===== src/rtl/fp_sample_to_linear_pkg.sv =====
package fp_sample_to_linear_pkg;
  localparam int DEF_MANT_W   = 10;
  localparam int DEF_EXP_W    = 3;
  localparam int DEF_OUT_W    = 16;
  localparam int ILLEGAL_CODE = 0;
endpackage


===== src/rtl/exp_level_decode.sv =====
module exp_level_decode #(
  parameter int EXP_W     = 3,
  parameter int MAX_SHIFT = 6,
  localparam int SHIFT_W  = (MAX_SHIFT < 1) ? 1 : $clog2(MAX_SHIFT + 1)
) (
  input  logic [EXP_W-1:0]   code,
  output logic               legal,
  output logic [SHIFT_W-1:0] shift
);
  import fp_sample_to_linear_pkg::*;

  function automatic logic code_ok(input logic [EXP_W-1:0] c);
    int v;
    v = int'(c);
    return (v != ILLEGAL_CODE) && ((v - 1) <= MAX_SHIFT);
  endfunction

  function automatic logic [SHIFT_W-1:0] code_shift(input logic [EXP_W-1:0] c);
    int v;
    v = int'(c);
    if (v == ILLEGAL_CODE || (v - 1) > MAX_SHIFT) return '0;
    return SHIFT_W'(v - 1);
  endfunction

  always_comb begin
    legal = code_ok(code);
    shift = code_shift(code);
  end
endmodule


===== src/rtl/mant_window.sv =====
module mant_window #(
  parameter int MANT_W    = 10,
  parameter int OUT_W     = 16,
  parameter int MAX_SHIFT = 6,
  localparam int SHIFT_W  = (MAX_SHIFT < 1) ? 1 : $clog2(MAX_SHIFT + 1),
  localparam int EXT_W    = OUT_W - MANT_W
) (
  input  logic [MANT_W-1:0]  mant,
  input  logic [SHIFT_W-1:0] shift,
  output logic [OUT_W-1:0]   placed
);
  logic [OUT_W-1:0] ext;
  logic [OUT_W-1:0] cand [MAX_SHIFT+1];

  assign ext = {{EXT_W{mant[MANT_W-1]}}, mant};

  for (genvar s = 0; s <= MAX_SHIFT; s++) begin : g_lvl
    assign cand[s] = ext << s;
  end

  always_comb begin
    placed = '0;
    for (int i = 0; i <= MAX_SHIFT; i++) begin
      if (int'(shift) == i) placed = cand[i];
    end
  end
endmodule


===== src/rtl/sample_out_reg.sv =====
module sample_out_reg #(
  parameter int OUT_W = 16
) (
  input  logic             clk,
  input  logic             rst_n,
  input  logic             take,
  input  logic             legal,
  input  logic [OUT_W-1:0] word,
  output logic             q_valid,
  output logic             q_err,
  output logic [OUT_W-1:0] q_data
);
  always_ff @(posedge clk) begin
    if (!rst_n) begin
      q_valid <= 1'b0;
      q_err   <= 1'b0;
      q_data  <= '0;
    end else begin
      q_valid <= take;
      q_err   <= take && !legal;
      if (take) q_data <= legal ? word : '0;
    end
  end
endmodule


===== src/rtl/fp_sample_to_linear.sv =====
module fp_sample_to_linear
  import fp_sample_to_linear_pkg::*;
#(
  parameter int MANT_W = DEF_MANT_W,
  parameter int EXP_W  = DEF_EXP_W,
  parameter int OUT_W  = DEF_OUT_W
) (
  input  logic              clk,
  input  logic              rst_n,
  input  logic              in_valid,
  input  logic [MANT_W-1:0] in_mant,
  input  logic [EXP_W-1:0]  in_exp,
  output logic              out_valid,
  output logic [OUT_W-1:0]  out_data,
  output logic              out_err
);
  localparam int MAX_SHIFT = OUT_W - MANT_W;
  localparam int SHIFT_W   = (MAX_SHIFT < 1) ? 1 : $clog2(MAX_SHIFT + 1);

  logic               code_legal;
  logic [SHIFT_W-1:0] shift_amt;
  logic [OUT_W-1:0]   placed_word;

  exp_level_decode #(.EXP_W(EXP_W), .MAX_SHIFT(MAX_SHIFT)) u_dec (
    .code (in_exp),
    .legal(code_legal),
    .shift(shift_amt)
  );

  mant_window #(.MANT_W(MANT_W), .OUT_W(OUT_W), .MAX_SHIFT(MAX_SHIFT)) u_win (
    .mant  (in_mant),
    .shift (shift_amt),
    .placed(placed_word)
  );

  sample_out_reg #(.OUT_W(OUT_W)) u_reg (
    .clk    (clk),
    .rst_n  (rst_n),
    .take   (in_valid),
    .legal  (code_legal),
    .word   (placed_word),
    .q_valid(out_valid),
    .q_err  (out_err),
    .q_data (out_data)
  );
endmodule


===== config.mk =====
export PLATFORM = sky130hd
export DESIGN_NAME = fp_sample_to_linear
export DESIGN_NICKNAME = d
export VERILOG_FILES = /design/src/rtl/fp_sample_to_linear_pkg.sv /design/src/rtl/exp_level_decode.sv /design/src/rtl/mant_window.sv /design/src/rtl/sample_out_reg.sv /design/src/rtl/fp_sample_to_linear.sv
export SDC_FILE = /design/constraint.sdc
export NUM_CORES = 1
export LEC_CHECK = 0
export ABC_AREA = 0
export ABC_CLOCK_PERIOD_IN_PS = 4000
export BUFFER_PORTS_ARGS = -buffer_cell sky130_fd_sc_hd__clkbuf_2
export CAP_MARGIN = 20
export CORE_MARGIN = 3
export CORE_UTILIZATION = 35
export CTS_CLUSTER_DIAMETER = 30
export CTS_CLUSTER_SIZE = 28
export DETAILED_ROUTE_END_ITERATION = 16
export SLEW_MARGIN = 5
export SYNTH_ARGS = -nofsm -noshare
export SYNTH_HDL_FRONTEND = slang
export SYNTH_SLANG_ARGS = --single-unit

===== constraint.sdc =====
create_clock -name clk -period 4 [get_ports clk]
set_input_delay 0.2 -clock clk [delete_from_list [all_inputs] [get_ports clk]]
set_output_delay 0.2 -clock clk [all_outputs]
set_load 0.1 [all_outputs]

# ---- After elaboration in Yosys (flattened, before gate mapping)
# Index checks and enable logic that the tools add are counted.
dict set report classes {
  n_addsub 1
  n_mul 0
  n_div 0
  n_lt_le_gt_ge 2
  n_eq_ne 6
  shifts 0
  n_mux 11
  bitwise_logic 0
  n_reduce_logical 7
}
# operator count
set op_table {}
lappend op_table {{16-bit 2-to-1 mux} 8}
lappend op_table {{32-bit by 4-bit > comparator with 1-bit output, second input constant} 1}
lappend op_table {{32-bit by 4-bit less-or-equal comparator with 1-bit output, second input constant} 1}
lappend op_table {{3-bit equality test, second input constant} 4}
lappend op_table {{3-bit by 2-bit equality test with 1-bit output, second input constant} 2}
lappend op_table {{3-bit zero test} 2}
lappend op_table {{3-bit 2-to-1 mux} 2}
lappend op_table {{3-bit by 1-bit subtractor with 4-bit output, second input constant} 1}
lappend op_table {{3-bit nonzero test} 1}
lappend op_table {{1-bit logical AND} 2}
lappend op_table {{1-bit zero test} 1}
lappend op_table {{1-bit logical OR} 1}
lappend op_table {{1-bit 2-to-1 mux} 1}
dict set report word_totals {
  ff_bits 18
  latch_bits 0
  ram_bits 0
  romBits 0
  inputBits 16
  out_inout_bits 18
  elab_cells 30
  memories 0
}

# ---- Depth between registers and ports, before layout
dict set report depth {
  ltp_word 14
  mapped_depth 12
  mapped_depth_nobuf 7
}

# ---- Cells and area by module
# Synthesis repeated with hierarchy kept, for this count alone.
dict set report hier_totals {
  hier_cells 179
  area_unflattened_um2 1530.2
}
# mod n_inst cells_each area_each_um2 seq_area_each_um2
set modules_own_cells {}
lappend modules_own_cells {sample_out_reg 1 77 745.7 360.3}
lappend modules_own_cells {mant_window 1 82 641.9 0.0}
lappend modules_own_cells {exp_level_decode 1 20 142.6 0.0}

# ---- Worst setup path after synthesis
# No wires, ideal clock.
dict set report synth_path {
  path_kind {input -> register}
  from {in in_exp[0]}
  to {reg u_reg.q_data[9]}
  setup_ns 0.121
  t_arrival_ns 2.338
  required_ns 3.879
  path_slack_ns 1.541
  cell_stages 11
  n_path_buf 4
  path_cell_list {buf_2 > buf_4 > inv_1 > ha_1 > ha_1 > buf_6 > or3_1 > buf_6 > o221a_4 > a2111oi_4 > o21ai_1}
}
dict set report synth_between {
  elab_chain_cells 14
  elab_cells_between_ends 24
  classes_between {add/sub: 1; order compare: 2; eq/ne: 6; mux: 10; reduce/logical: 5}
}
# element line
set synth_rtl {}
lappend synth_rtl {{start, declared} fp_sample_to_linear.sv:12} ;# input logic [EXP_W-1:0] in_exp,
lappend synth_rtl {{3-bit by 1-bit subtractor with 4-bit output} {exp_level_decode.sv:15, exp_level_decode.sv:21}}
lappend synth_rtl {{32-bit by 4-bit > comparator with 1-bit output} exp_level_decode.sv:21} ;# if (v == ILLEGAL_CODE || (v - 1) > MAX_SHIFT) return '0;
lappend synth_rtl {{1-bit logical OR} exp_level_decode.sv:21}
lappend synth_rtl {{1-bit 2-to-1 mux} exp_level_decode.sv:21}
lappend synth_rtl {{3-bit 2-to-1 mux} exp_level_decode.sv:22} ;# return SHIFT_W'(v - 1);
lappend synth_rtl {{3-bit zero test} mant_window.sv:24} ;# if (int'(shift) == i) placed = cand[i];
lappend synth_rtl {{16-bit 2-to-1 mux (7 in series)} mant_window.sv:24}
lappend synth_rtl {{16-bit 2-to-1 mux *} sample_out_reg.sv:21} ;# if (take) q_data <= legal ? word : '0;
lappend synth_rtl {{end signal, assigned} sample_out_reg.sv:21}
lappend synth_rtl {{end, declared} sample_out_reg.sv:11} ;# output logic [OUT_W-1:0] q_data
# Every way passes the cells marked *; elsewhere a longest branch is shown, timed or not.
# A chain may end at the register's enable or synchronous reset.

# ---- Worst setup path in the final report
dict set report layout_path {
  from {in in_exp[1]}
  to {reg u_reg.q_data[8]}
}
# The elaborated chain is that of the path after synthesis.

==> impl_metrics.json <==
{
  "hp-class": "input port to register",
  "synth_cell_types": 58,
  "use_met2_pct": 27.8,
  "cp_slowest_stage_delay_ns": 0.81,
  "wl_per_cell_um": 18.3,
  "ys_seq_area_share_pct": 22.7,
  "drt_iter0_markers": 176,
  "crit_family": "simple AND/OR/NAND/NOR gates",
  "start_util_pct": 37.8,
  "maxCapViolations": 0,
  "gp_congestion": 0.914,
  "antenna_found_initial": 0,
  "setup_slack_ns": 1.68,
  "ant_nets": 0,
  "wl_um": 4950,
  "core_mm2": 0.00420,
  "synth_ff_type": "dfxtp_1",
  "cts_setup_buffers": 0,
  "seqCellArea_um2": 360,
  "cts_buffers": 3,
  "multi_input_area_mm2": 0.00108,
  "fin_total_pwr_uw": 616,
  "rsz0062_at_grt": "false",
  "syn_area_per_cell_um2": 7.91,
  "grt_util_all_layers_pct": 18.9,
  "met1_usage_pct": 27.9,
  "portBuffers": 33,
  "synth_nets": 220,
  "p_per_area_mw_per_mm2": 346,
  "cts_resized": 0,
  "fp-row-count": 23,
  "worst_pin_slew_ns": 0.940,
  "area_growth_pct": 12.1,
  "synth_area_leader_cell": "dfxtp_1",
  "vias_per_cell": 6.56,
  "grt_max_degree": 33,
  "diodes": 0,
  "dieHeight_um": 73.4,
  "fill_cells": 451,
  "fin_setup_tns_ns": 0,
  "final.period_utilization_pct": 58.1,
  "final_max_slew_viol_count": 0,
  "clkTransAtPathRegs_ns": 0.07,
  "worstPathCellList": "clkbuf_2 > inv_1 > ha_1 > nor2b_1 > o221a_4 > a21oi_1 > a311oi_1",
  "hold_ws_ns": 0.194,
  "synthArstFlopShare_pct": 0,
  "dp.cells": 268,
  "setup_viol": 0,
  "synth.top_cell.area_share_pct": 22.7,
  "hpwl_um": 3670,
  "cts_hold_buf": 0,
  "grtUsageMet3_pct": 2.19,
  "cts_max_path_buffers": 2,
  "dr.pass1.iters": 5,
  "path_buf_inv": 2,
  "yosys_register_bits": 18,
  "route.detailed.drc": 0,
  "ios": 34,
  "grt_pass1_vias": 1520,
  "synth_cells": 201,
  "die_w_um": 73.4,
  "arrival_ns": 2.49,
  "vias": 1777,
  "fin_worst_skew_ns": 0,
  "synth_area_leaders": "dfxtp_1 23%, nand2_1 4.7%, a22o_1 3.9%",
  "grt_overflow_total": 0,
  "cp_max_fo": 17,
  "yosysWarnings": 0,
  "worstSetupPathType": "input port to register",
  "grt_pass1_wl_um": 8070,
  "outcome": "finished clean",
  "synth_edf_count": 0,
  "insertion_delay_ns": 0.25,
  "cts_htree_levels": 1,
  "final_layout_size_suffix_gt1_share_pct": 22.2,
  "maxClockFrequency_mhz": 430,
  "start_kind": "input port",
  "finalNetCount": 242,
  "cts_sinks": 18,
  "instances_no_fill": 271,
  "cp_slowest_cell": "nor2b_1",
  "busiest_layer": "met1",
  "die_area_mm2": 0.00539,
  "cts_tree": "built",
  "ir_worst_vdd_mv": 0.138,
  "slew_headroom_pct": 37.2,
  "cts_root_buffer": "clkbuf_8",
  "hold_viol": 0,
  "cp-end-kind": "register",
  "worstPathRequired_ns": 4.17,
  "place_ws_ns": 1.46,
  "synth.cell_area_mm2": 0.00159,
  "period_needed_ns": 2.32,
  "p_leak_uw": 0.000711
}
[sequential cells by signal, indices dropped and copies added (netlist names)]
| register | flops |
|---|---|
| u_reg.q_data | 16 |
| u_reg.q_err | 1 |
| u_reg.q_valid | 1 |
[cells in the final DEF (no fill, tap or decap), drive strengths merged, types with 2 or more instances in the layout]
| master | count |
|---|---|
| a311oi | 3 |
| a221oi | 3 |
| o31ai | 3 |
| a32oi | 3 |
| o22ai | 2 |
| a2bb2oi | 2 |
| nor4 | 2 |
| o32ai | 3 |
| a31oi | 3 |
| nor2 | 7 |
| a21oi | 10 |
| o21bai | 2 |
| nand2 | 20 |
| o211ai | 3 |
| ha | 3 |
| nand3b | 3 |
| a22o | 7 |
| nor2b | 7 |
| a22oi | 2 |
| a211oi | 4 |
| dfxtp | 18 |
| nand2b | 3 |
| a222oi | 3 |
| a2111oi | 2 |
| or3 | 6 |
| o21ai | 13 |
| nor3 | 7 |
| buf | 3 |
| o221ai | 3 |
| clkbuf | 36 |
| a32o | 2 |
| inv | 13 |
| mux2i | 3 |
[layout make-up]
type	count	share of cell area [%]
flip-flops and latches	18	20.2
multi-input cells	150	60.5
repair buffers	36	10.5
well taps	50	3.51
clock buffers	3	2.32
inverters	14	2.95
[worst paths after layout]
| kind | start | to | slack, ns | depth (start not counted) |
|---|---|---|---|---|
| max reg2reg | u_reg.q_data[6]$_SDFFE_PN0P_ | u_reg.q_data[6]$_SDFFE_PN0P_ | 3.07 | 3 |
| max | in_exp[1] | u_reg.q_data[8]$_SDFFE_PN0P_ | 1.68 | 7 |
| min reg2reg | u_reg.q_data[3]$_SDFFE_PN0P_ | u_reg.q_data[3]$_SDFFE_PN0P_ | 0.45 | 2 |
| min | rst_n | u_reg.q_data[15]$_SDFFE_PN0P_ | 0.19 | 2 |
[layer usage]
metal	up-vias	wire length [um]
met1	828	2240
met2	114	2160
met5	-	0
met4	0	138
li1	817	-
met3	18	413
[Yosys cell counts, types with 4 or more instances]
library cell,instances
or3_1,5
o21ai_0,10
a21oi_1,10
nor2b_1,7
buf_2,7
dfxtp_1,18
nor2_1,7
nor3_1,6
clkbuf_1,6
a211oi_1,4
inv_1,13
nand2_1,20
a22o_1,7
[logic make-up after synthesis]
logic type               Yosys count  synth area share, %
buffers and inverters             33                 9.52
AO/OA/AOI/OAI                     79                 39.7
AND/OR/NAND/NOR                   64                 23.2
adder cells (fa/ha/maj)            3                 2.36
multiplexers                       4                 2.60
flip-flops                        18                 22.7
[stage by stage]
step	cell area, um2	util (%)
CTS	1780	42.4
global placement	1740	41.5
floorplan	1590	-
detailed placement	1740	41.5
finish	1780	42.4
global route	1780	42.4
[report_power, final]
| part | internal (uW) | total, uW | leakage [uW] | switching [uW] |
|---|---|---|---|---|
| combinational | 80.8 | 293 | 0.000542 | 212 |
| sequential | 192 | 198 | 0.000147 | 6.07 |
| clock | 66.9 | 126 | 0.0000216 | 58.8 |
[worst register-to-register path, stage by stage, from the launching register on]
cell	delay, ns
dfxtp_1	0.31
nor2b_1	0.14
a221oi_1	0.22
a311oi_1	0.12
(Power assumes the default switching activity.)
